==> src/rtl/dwl_pkg.sv <==
package dwl_pkg;

    localparam int unsigned ADDR_W  = 32;
    localparam int unsigned WORD_W  = 32;
    localparam int unsigned RIDX_W  = 4;
    localparam int unsigned BEAT_W  = 2 * WORD_W;
    localparam int unsigned NIB_W   = 4;
    localparam int unsigned IMM8_W  = 8;
    localparam int unsigned WORD_SH = 2;
    localparam int unsigned PAIR_ALIGN_BYTES = 8;

    typedef logic [ADDR_W-1:0] addr_t;
    typedef logic [WORD_W-1:0] word_t;
    typedef logic [RIDX_W-1:0] ridx_t;

    localparam ridx_t PC_IDX = ridx_t'((1 << RIDX_W) - 1);

    typedef enum logic [2:0] {
        ST_IDLE,
        ST_ISSUE,
        ST_WAIT1,
        ST_ISSUE2,
        ST_WAIT2,
        ST_COMMIT,
        ST_FINISH
    } seq_state_e;

    typedef struct packed {
        addr_t offset;
        ridx_t base;
        ridx_t dst_a;
        ridx_t dst_b;
        logic  pre;
        logic  up;
        logic  wb;
        logic  literal;
        logic  reject;
        logic  unpred;
    } dec_t;

    typedef struct packed {
        addr_t acc;
        addr_t upd;
        logic  wide;
        ridx_t base;
        ridx_t dst_a;
        ridx_t dst_b;
        logic  wb;
        logic  big;
    } job_t;

    function automatic addr_t byte_offset(input logic [NIB_W-1:0] hi,
                                          input logic [NIB_W-1:0] lo);
        return addr_t'({hi, lo});
    endfunction

    function automatic addr_t word_offset(input logic [IMM8_W-1:0] cnt);
        return addr_t'(cnt) << WORD_SH;
    endfunction

endpackage

==> src/rtl/dwl_decode.sv <==
module dwl_decode
    import dwl_pkg::*;
(
    input  logic              fmt_sel,
    input  ridx_t             base_idx,
    input  ridx_t             dst_a_idx,
    input  ridx_t             dst_b_field,
    input  logic              pre_sel,
    input  logic              up_sel,
    input  logic              wb_sel,
    input  logic [NIB_W-1:0]  imm_hi,
    input  logic [NIB_W-1:0]  imm_lo,
    input  logic [IMM8_W-1:0] imm_word,
    output dec_t              dec
);

    logic  wb_on;
    ridx_t second;
    logic  overlap;
    logic  fmt0_bad;
    logic  fmt1_bad;

    always_comb begin
        second  = fmt_sel ? dst_b_field : ridx_t'(dst_a_idx + ridx_t'(1));
        wb_on   = fmt_sel ? wb_sel : (!pre_sel || wb_sel);
        overlap = wb_on && ((base_idx == dst_a_idx) || (base_idx == second));
        fmt0_bad = !fmt_sel && (dst_a_idx[0] || (!pre_sel && wb_sel));
        fmt1_bad = fmt_sel && ((dst_a_idx == PC_IDX) || (dst_a_idx == second));

        dec.offset  = fmt_sel ? word_offset(imm_word) : byte_offset(imm_hi, imm_lo);
        dec.base    = base_idx;
        dec.dst_a   = dst_a_idx;
        dec.dst_b   = second;
        dec.pre     = pre_sel;
        dec.up      = up_sel;
        dec.wb      = wb_on;
        dec.literal = (base_idx == PC_IDX);
        dec.reject  = fmt_sel && !pre_sel && !wb_sel;
        dec.unpred  = (overlap || (second == PC_IDX) || fmt0_bad || fmt1_bad)
                      && !dec.literal && !dec.reject;
    end

endmodule

==> src/rtl/dwl_agen.sv <==
module dwl_agen
    import dwl_pkg::*;
#(
    parameter int unsigned ALIGN_BYTES = PAIR_ALIGN_BYTES
) (
    input  addr_t base_val,
    input  addr_t offset,
    input  logic  up,
    input  logic  pre,
    output addr_t upd_addr,
    output addr_t acc_addr,
    output logic  aligned
);

    localparam int unsigned ALIGN_LSB = $clog2(ALIGN_BYTES);

    always_comb begin
        upd_addr = up ? (base_val + offset) : (base_val - offset);
        acc_addr = pre ? upd_addr : base_val;
    end

    generate
        if (ALIGN_LSB == 0) begin : g_no_align
            assign aligned = 1'b1;
        end else begin : g_align
            assign aligned = (acc_addr[ALIGN_LSB-1:0] == '0);
        end
    endgenerate

endmodule

==> src/rtl/dwl_seq.sv <==
module dwl_seq
    import dwl_pkg::*;
(
    input  logic              clk,
    input  logic              rst,
    input  logic              start,
    output logic              ready_in,
    input  dec_t              dec,
    input  addr_t             acc_addr,
    input  addr_t             upd_addr,
    input  logic              aligned,
    input  logic              cond_ok,
    input  logic              big_end,
    output logic              mem_req_valid,
    input  logic              mem_req_ready,
    output addr_t             mem_req_addr,
    output logic              mem_req_wide,
    input  logic              mem_ack,
    input  logic [BEAT_W-1:0] mem_rdata,
    output logic              wr_a_en,
    output ridx_t             wr_a_idx,
    output word_t             wr_a_data,
    output logic              wr_b_en,
    output ridx_t             wr_b_idx,
    output word_t             wr_b_data,
    output logic              wr_base_en,
    output ridx_t             wr_base_idx,
    output addr_t             wr_base_data,
    output logic              done,
    output logic              literal_form,
    output logic              bad_encoding,
    output logic              unpredictable
);

    localparam addr_t WORD_BYTES = addr_t'(WORD_W / 8);

    seq_state_e state;
    job_t       job;
    word_t      data_a;
    word_t      data_b;
    logic       skip;

    assign skip = !cond_ok || dec.literal || dec.reject;

    always_ff @(posedge clk) begin
        if (rst) begin
            state         <= ST_IDLE;
            job           <= '0;
            data_a        <= '0;
            data_b        <= '0;
            literal_form  <= 1'b0;
            bad_encoding  <= 1'b0;
            unpredictable <= 1'b0;
        end else begin
            case (state)
                ST_IDLE: begin
                    if (start) begin
                        job.acc       <= acc_addr;
                        job.upd       <= upd_addr;
                        job.wide      <= aligned;
                        job.base      <= dec.base;
                        job.dst_a     <= dec.dst_a;
                        job.dst_b     <= dec.dst_b;
                        job.wb        <= dec.wb;
                        job.big       <= big_end;
                        literal_form  <= dec.literal;
                        bad_encoding  <= dec.reject;
                        unpredictable <= dec.unpred;
                        state         <= skip ? ST_FINISH : ST_ISSUE;
                    end
                end
                ST_ISSUE: begin
                    if (mem_req_ready) state <= ST_WAIT1;
                end
                ST_WAIT1: begin
                    if (mem_ack) begin
                        if (job.wide) begin
                            if (job.big) begin
                                data_a <= mem_rdata[BEAT_W-1:WORD_W];
                                data_b <= mem_rdata[WORD_W-1:0];
                            end else begin
                                data_a <= mem_rdata[WORD_W-1:0];
                                data_b <= mem_rdata[BEAT_W-1:WORD_W];
                            end
                            state <= ST_COMMIT;
                        end else begin
                            data_a <= mem_rdata[WORD_W-1:0];
                            state  <= ST_ISSUE2;
                        end
                    end
                end
                ST_ISSUE2: begin
                    if (mem_req_ready) state <= ST_WAIT2;
                end
                ST_WAIT2: begin
                    if (mem_ack) begin
                        data_b <= mem_rdata[WORD_W-1:0];
                        state  <= ST_COMMIT;
                    end
                end
                ST_COMMIT: state <= ST_FINISH;
                ST_FINISH: state <= ST_IDLE;
                default:   state <= ST_IDLE;
            endcase
        end
    end

    always_comb begin
        ready_in      = (state == ST_IDLE);
        mem_req_valid = (state == ST_ISSUE) || (state == ST_ISSUE2);
        mem_req_wide  = (state == ST_ISSUE) && job.wide;
        mem_req_addr  = (state == ST_ISSUE2) ? (job.acc + WORD_BYTES) : job.acc;
        wr_a_en       = (state == ST_COMMIT);
        wr_b_en       = (state == ST_COMMIT);
        wr_base_en    = (state == ST_COMMIT) && job.wb;
        wr_a_idx      = job.dst_a;
        wr_b_idx      = job.dst_b;
        wr_base_idx   = job.base;
        wr_a_data     = data_a;
        wr_b_data     = data_b;
        wr_base_data  = job.upd;
        done          = (state == ST_FINISH);
    end

    p_req_hold_r10: assert property (@(posedge clk) disable iff (rst)
        (mem_req_valid && !mem_req_ready) |=>
            (mem_req_valid && $stable(mem_req_addr) && $stable(mem_req_wide)));

    p_wide_aligned_r5: assert property (@(posedge clk) disable iff (rst)
        (mem_req_valid && mem_req_wide) |-> (mem_req_addr[2:0] == 3'b000));

    p_no_accept_busy_r11: assert property (@(posedge clk) disable iff (rst)
        mem_req_valid |-> !ready_in);

endmodule

==> src/rtl/dword_load_unit.sv <==
module dword_load_unit
    import dwl_pkg::*;
(
    input  logic         clk,
    input  logic         rst,
    input  logic         start,
    output logic         ready_in,
    input  logic         fmt_sel,
    input  logic [3:0]   base_idx,
    input  logic [3:0]   dst_a_idx,
    input  logic [3:0]   dst_b_idx,
    input  logic         pre_sel,
    input  logic         up_sel,
    input  logic         wb_sel,
    input  logic [3:0]   imm_hi,
    input  logic [3:0]   imm_lo,
    input  logic [7:0]   imm_word,
    input  logic [31:0]  base_val,
    input  logic         cond_ok,
    input  logic         big_end,
    output logic         mem_req_valid,
    input  logic         mem_req_ready,
    output logic [31:0]  mem_req_addr,
    output logic         mem_req_wide,
    input  logic         mem_ack,
    input  logic [63:0]  mem_rdata,
    output logic         wr_a_en,
    output logic [3:0]   wr_a_idx,
    output logic [31:0]  wr_a_data,
    output logic         wr_b_en,
    output logic [3:0]   wr_b_idx,
    output logic [31:0]  wr_b_data,
    output logic         wr_base_en,
    output logic [3:0]   wr_base_idx,
    output logic [31:0]  wr_base_data,
    output logic         done,
    output logic         literal_form,
    output logic         bad_encoding,
    output logic         unpredictable
);

    dec_t  dec;
    addr_t upd_addr;
    addr_t acc_addr;
    logic  aligned;

    dwl_decode u_decode (
        .fmt_sel     (fmt_sel),
        .base_idx    (base_idx),
        .dst_a_idx   (dst_a_idx),
        .dst_b_field (dst_b_idx),
        .pre_sel     (pre_sel),
        .up_sel      (up_sel),
        .wb_sel      (wb_sel),
        .imm_hi      (imm_hi),
        .imm_lo      (imm_lo),
        .imm_word    (imm_word),
        .dec         (dec)
    );

    dwl_agen #(.ALIGN_BYTES(PAIR_ALIGN_BYTES)) u_agen (
        .base_val (base_val),
        .offset   (dec.offset),
        .up       (dec.up),
        .pre      (dec.pre),
        .upd_addr (upd_addr),
        .acc_addr (acc_addr),
        .aligned  (aligned)
    );

    dwl_seq u_seq (
        .clk           (clk),
        .rst           (rst),
        .start         (start),
        .ready_in      (ready_in),
        .dec           (dec),
        .acc_addr      (acc_addr),
        .upd_addr      (upd_addr),
        .aligned       (aligned),
        .cond_ok       (cond_ok),
        .big_end       (big_end),
        .mem_req_valid (mem_req_valid),
        .mem_req_ready (mem_req_ready),
        .mem_req_addr  (mem_req_addr),
        .mem_req_wide  (mem_req_wide),
        .mem_ack       (mem_ack),
        .mem_rdata     (mem_rdata),
        .wr_a_en       (wr_a_en),
        .wr_a_idx      (wr_a_idx),
        .wr_a_data     (wr_a_data),
        .wr_b_en       (wr_b_en),
        .wr_b_idx      (wr_b_idx),
        .wr_b_data     (wr_b_data),
        .wr_base_en    (wr_base_en),
        .wr_base_idx   (wr_base_idx),
        .wr_base_data  (wr_base_data),
        .done          (done),
        .literal_form  (literal_form),
        .bad_encoding  (bad_encoding),
        .unpredictable (unpredictable)
    );

    p_wb_with_regs_r4: assert property (@(posedge clk) disable iff (rst)
        wr_base_en |-> (wr_a_en && wr_b_en));

    p_done_follows_r11: assert property (@(posedge clk) disable iff (rst)
        wr_a_en |=> (done && !wr_a_en && !wr_b_en));

    p_refused_quiet_r7: assert property (@(posedge clk) disable iff (rst)
        (done && (literal_form || bad_encoding)) |-> !unpredictable);

endmodule

==> config.mk <==
export PLATFORM = sky130hd
export DESIGN_NAME = dword_load_unit
export DESIGN_NICKNAME = d
export VERILOG_FILES = /design/src/rtl/dwl_pkg.sv /design/src/rtl/dwl_decode.sv /design/src/rtl/dwl_agen.sv /design/src/rtl/dwl_seq.sv /design/src/rtl/dword_load_unit.sv
export SDC_FILE = /design/constraint.sdc
export NUM_CORES = 1
export LEC_CHECK = 0
export ABC_AREA = 1
export CAP_MARGIN = 15
export CORE_MARGIN = 5
export CORE_UTILIZATION = 50
export DETAILED_ROUTE_END_ITERATION = 12
export PLACE_DENSITY = 0.87
export REMOVE_ABC_BUFFERS = 1
export SLEW_MARGIN = 20
export SYNTH_ARGS = -nofsm -noshare
export SYNTH_HDL_FRONTEND = slang
export SYNTH_SLANG_ARGS = --single-unit
==> constraint.sdc <==
create_clock -name clk -period 8 [get_ports clk]
set_input_delay 0.8 -clock clk [delete_from_list [all_inputs] [get_ports clk]]
set_output_delay 0.8 -clock clk [all_outputs]
set_load 0.02 [all_outputs]
## Word level (Yosys, flattened, before mapping)

Index checks and enable logic that the tools add are counted.

- Register bits: 149
- Input port bits: 135
- Output and inout bits: 150
- Logic and storage cells: 90

- $add $sub $neg: 4
- Eq/ne operators: 18
- Mux-type cells: 21
- Reductions and logical operators: 33

Operators with widths:

| cell | count |
|---|---|
| 2-to-1 mux 32 bit | 9 |
| one-hot mux 32 bit (2 select lines) | 1 |
| adder 32 x 10 -> 32 bit | 1 |
| adder 32 x 3 -> 32 bit (second input constant) | 1 |
| subtractor 32 x 10 -> 32 bit | 1 |
| 2-to-1 mux 3 bit | 7 |
| one-hot mux 3 bit (6 select lines) | 1 |
| equality test 4 bit | 3 |
| equality test 4 bit (second input constant) | 3 |
| logical AND 1 bit | 10 |
| logical OR 1 bit | 10 |
| 2-to-1 mux 10 bit | 1 |
| != test 2 bit (second input constant) | 5 |
| equality test 3 bit (second input constant) | 3 |
| equality test 3 x 2 -> 1 bit (second input constant) | 2 |
| zero test 1 bit | 6 |
| zero test 3 bit | 2 |
| AND reduction 5 bit | 1 |
| adder 4 x 1 -> 4 bit (second input constant) | 1 |
| 2-to-1 mux 4 bit | 1 |
| AND reduction 2 bit | 2 |
| AND reduction 4 bit | 1 |
| equality test 3 x 1 -> 1 bit (second input constant) | 1 |
| != test 2 x 1 -> 1 bit (second input constant) | 1 |
| other kinds (2) | 2 |

## Longest topological paths before layout

- Depth after elaboration: 10
- Depth in mapped cells: 25
- Mapped depth without buffers: 24

## Modules after synthesis

From an unflattened synthesis, not the netlist that was laid out.

- Cell total of the unflattened synthesis: 2032
- Area total of the unflattened synthesis: 12046.6 sq um

By module, submodules not included:

| module | instances | cells an instance | area an instance (sq um) | seq. area each (sq um) |
|---|---|---|---|---|
| dwl_seq | 1 | 1138 | 7561.0 | 2982.9 |
| dwl_agen | 1 | 742 | 3699.8 | 0.0 |
| dwl_decode | 1 | 152 | 785.8 | 0.0 |

## Worst setup path before layout

Ideal clock, no wire load.

- Path type: input port to flip-flop
- Start: in fmt_sel
- End: reg u_seq.job[78] (netlist bit)
- Setup time: 132 ps
- Data arrival time: 3129 ps
- Data required time: 7868 ps
- Path slack: 4739 ps
- Stages on the path: 22
- Path buffers: 0
- Path through: o21ai_0 > nand2_1 > nor2_2 > nand2_1 > nor3b_1 > ha_1 > nand2_1 > o21ai_0 > ha_1 > nand2_1 > inv_1 > nand2_1 > nor3_1 > nand2_1 > nand2_1 > nand2_1 > nand2_1 > inv_1 > nand2_1 > nand3_1 > nand2_1 > a21oi_1

- Cells in the longest elaborated chain, start to end: 4
- Elaborated cells between the ends (all ways): 5
- Those cells by class: add/sub: 2; mux: 3

RTL lines:

| element | line | text |
|---|---|---|
| start, declared | dword_load_unit.sv:8 | `input logic fmt_sel,` |
| 2-to-1 mux 10 bit * | dwl_decode.sv:30 | `dec.offset = fmt_sel ? word_offset(imm_word) : byte_offset(imm_hi, imm_lo);` |
| subtractor 32 x 10 -> 32 bit / adder 32 x 10 -> 32 bit (equally long branches) | dwl_agen.sv:18 | `upd_addr = up ? (base_val + offset) : (base_val - offset);` |
| 2-to-1 mux 32 bit * | dwl_agen.sv:18 |  |
| 2-to-1 mux 32 bit * | dwl_agen.sv:19 | `acc_addr = pre ? upd_addr : base_val;` |
| end, declared | dwl_seq.sv:38 | `job_t job;` |

Every way passes the cells marked *; elsewhere a longest branch is shown, timed or not.
A chain may end at the register's enable or synchronous reset.

## Worst setup path after layout

- Start: in fmt_sel
- End: reg u_seq.job (netlist bit u_seq.wr_base_data[28])

- Cells in the longest elaborated chain, start to end: 3
- Elaborated cells between the ends (all ways): 4
- Those cells by class: add/sub: 2; mux: 2

RTL lines:

| element | line |
|---|---|
| 2-to-1 mux 10 bit * | dwl_decode.sv:30 |
| subtractor 32 x 10 -> 32 bit / adder 32 x 10 -> 32 bit (equally long branches) | dwl_agen.sv:18 |
| 2-to-1 mux 32 bit * | dwl_agen.sv:18 |

Marks and branches as above.

==> metrics.cfg <==
[worst_setup_path]
critPathTopFamily = simple AND/OR/NAND/NOR gates
critPathArrivalTime_ns = 4.93
cp_cell_sequence = clkdlybuf4s50_1 -> inv_2 -> nand2_1 -> ha_1 -> nand3_1 -> nor3_1 -> nand4_1 -> nand2_1 -> nand2_1 -> ha_1 -> nand2_1 -> inv_1 -> a21oi_1 -> o21ai_0 -> a21oi_1 -> nand2_1 -> nand2_1 -> nand3_1 -> o211ai_1 -> inv_1
cp_slowest_stage_delay_ns = 0.96
path_buf_inv = 4
cp-end-kind = flop
cp_common_cell = nand2_1
critical_path_required_ns = 8.32
worstPathMaxFanout = 22
worstSetupPathType = in2reg
cp-start-kind = input port
crit_slowest_cell = clkdlybuf4s50_1

[timing]
max_freq_mhz = 216.9
rsz0062_at_grt = false
worst_pin_slew_ns = 0.8364
setup_ws_ns = 3.389
finalCritPeriodShare_pct = 57.63
finalMaxSlewViolations = 0
setup_viol = 0
final_hold_viol_count = 0
fin_skew_ns = 0.01015
tns_ns = 0
slew_headroom_pct = 44.24
period_needed_ns = 4.611

[floorplanning]
die_x_um = 153.2
start_util_pct = 50.66
core_um2 = 20230
chipHeight_um = 153.2
ioPinCount = 285
die-area_um2 = 23460
row_count = 52

[global_route]
grt_pass1_wl_mm = 55.64
grt_max_degree = 77
grt_overflow = 0
antenna_found_initial = 1
grt_pass1_vias = 10840
grtUsageTotal_pct = 28.77

[placement]
place.gp.congestion = 0.9384
io_buffers = 284
postPlaceCellArea_um2 = 12840
dp_cells = 2025
dp_hpwl_mm = 26.53
pre_cts_slack_ns = 3.080

[worst_hold_path]
hold_class = reg2reg

[synth]
synth_seq_cells = 149
synthTopCellsByArea = dfxtp_1 29%, nand2_1 15%, nand3_1 7.2%, inv_1 6.3%, ha_1 4.3%
synth_edf_count = 0
yosys_warnings = 0
synth_ff_type = dfxtp_1
yosysUniqueCellTypes = 48
syn_area_um2 = 10250
synth_top_area_share_pct = 29.10
synth.most_common_cell = nand2_1
synth_top_area_cell = dfxtp_1
ys_top_cells_by_count = 407 x nand2_1, 173 x inv_1, 149 x dfxtp_1
ys_seq_area_share_pct = 29.10
synthArstFlopShare_pct = 0
syn_inst = 1584
postSynthAreaPerCell_um2 = 6.471

[finish]
design_area_um2 = 13420
finish.net_count = 1945
synthToLayoutAreaGrowth_pct = 30.92
layout-drive-gt1-share_pct = 4.924
final_cells = 2058

[cts]
cts_buffer_depth = 2
clock_sinks = 149
path_clk_slew_ns = 0.07
post-cts-setup-buffers = 0
ctsResizeCount = 0
numCtsBuffers = 17
h-tree-depth = 4
cts_hold_buffers = 0
clk-insertion-delay-late_ns = 0.43
tritoncts = yes
root_buffer = clkbuf_16

[power_and_ir_drop]
ir_worst_vdd_mv = 0.1601
p_leak_nw = 5.993
power_density_nw_per_um2 = 285.9

[drt]
wl_per_cell_um = 17.11
vias = 11360
ant_nets = 0
first_pass_iters = 8
drt-initial-drc-count = 843
via_per_inst = 5.522
routed_wl_mm = 35.22
drc_errors = 0

[status]
outcome = finished clean

[run]
drv_cap = 0

[tightest hold or removal path: cells and delay by family (launching register included)]
family	cells	cell delay (ns)
AOI/OAI and AO/OA	1	0.06
buffers and inverters	1	0.06
DFF	1	0.30
[flip-flops by register name, summed over array words and instances (netlist names)]
| name | cells |
|---|---|
| u_seq.wr_a_idx | 4 |
| u_seq.wr_b_idx | 4 |
| u_seq.literal_form | 1 |
| u_seq.unpredictable | 1 |
| u_seq.wr_base_idx | 4 |
| u_seq.wr_b_data | 32 |
| u_seq.bad_encoding | 1 |
| u_seq.wr_a_data | 32 |
| u_seq.state | 3 |
| u_seq.job | 35 |
| u_seq.wr_base_data | 32 |
[final timing paths]
kind	startpoint	slack, ns	depth (start not counted)	end
setup / recovery	fmt_sel	3.39	20	u_seq.wr_base_data[28]
hold / removal	u_seq.job[1]	0.46	2	u_seq.job[1]
setup reg to reg	u_seq.state[1]	5.37	9	u_seq.job[49]
hold reg to reg	u_seq.job[1]	0.46	2	u_seq.job[1]
[cell usage in the layout (no fill, tap or decap), drive strengths merged, types with 4 or more instances in the layout]
cell type / n
a21o: 5
a21oi: 79
a221oi: 4
a31oi: 66
buf: 12
clkbuf: 18
clkdlybuf4s50: 283
dfxtp: 149
ha: 35
inv: 192
nand2: 415
nand3: 148
nand4: 15
nor2: 115
nor3: 26
o211ai: 27
o21ai: 111
o21bai: 10
xnor2: 21
xor2: 33
[stage by stage]
step / total power [W] / utilization [%] / hold WS [ns]
floorplan: 0.002186 / - / 0.4321
global placement: 0.002984 / 63.38 / 0.4408
detailed placement: 0.003026 / 63.47 / 0.4538
CTS: 0.003833 / 66.31 / 0.4649
global route: 0.004058 / 66.32 / 0.4881
finish: 0.003836 / 66.32 / 0.4642
[layout make-up]
| type | count | area, µm² |
|---|---|---|
| clock inverter | 14 | 133.9 |
| clock buffer | 18 | 439.2 |
| timing repair buffer | 295 | 2933 |
| sequential | 149 | 2983 |
| tap | 270 | 337.8 |
| antenna | 1 | 2.502 |
| multi-input combinational | 1128 | 5903 |
| fill | 1755 | 6815 |
| inverter | 183 | 686.9 |
[layer usage]
metal / global-route usage, % / vias up / part of all wire, %
li1: - / 5544 / -
met1: 34.36 / 5223 / 39
met2: 49.54 / 524 / 48
met3: 8.171 / 73 / 9.7
met4: 10.01 / 0 / 3.0
met5: 0 / - / 0
[power by group]
group | internal (W) | switching, W | leakage, nW | total [W]
logic | 0.000750 | 0.00117 | 4.49 | 0.00192
clock network | 0.000422 | 0.000384 | 0.279 | 0.000806
registers | 0.000957 | 0.000151 | 1.22 | 0.00111
[cells by family after synthesis]
group,share of synthesized area [%]
AOI/OAI and AO/OA,17.21
xor gates and xnor gates,4.614
adders and majority gates,4.468
buffers and inverters,13.35
DFF,29.10
and+or+nand+nor,31.25
Power figures use the tool's default switching activity.
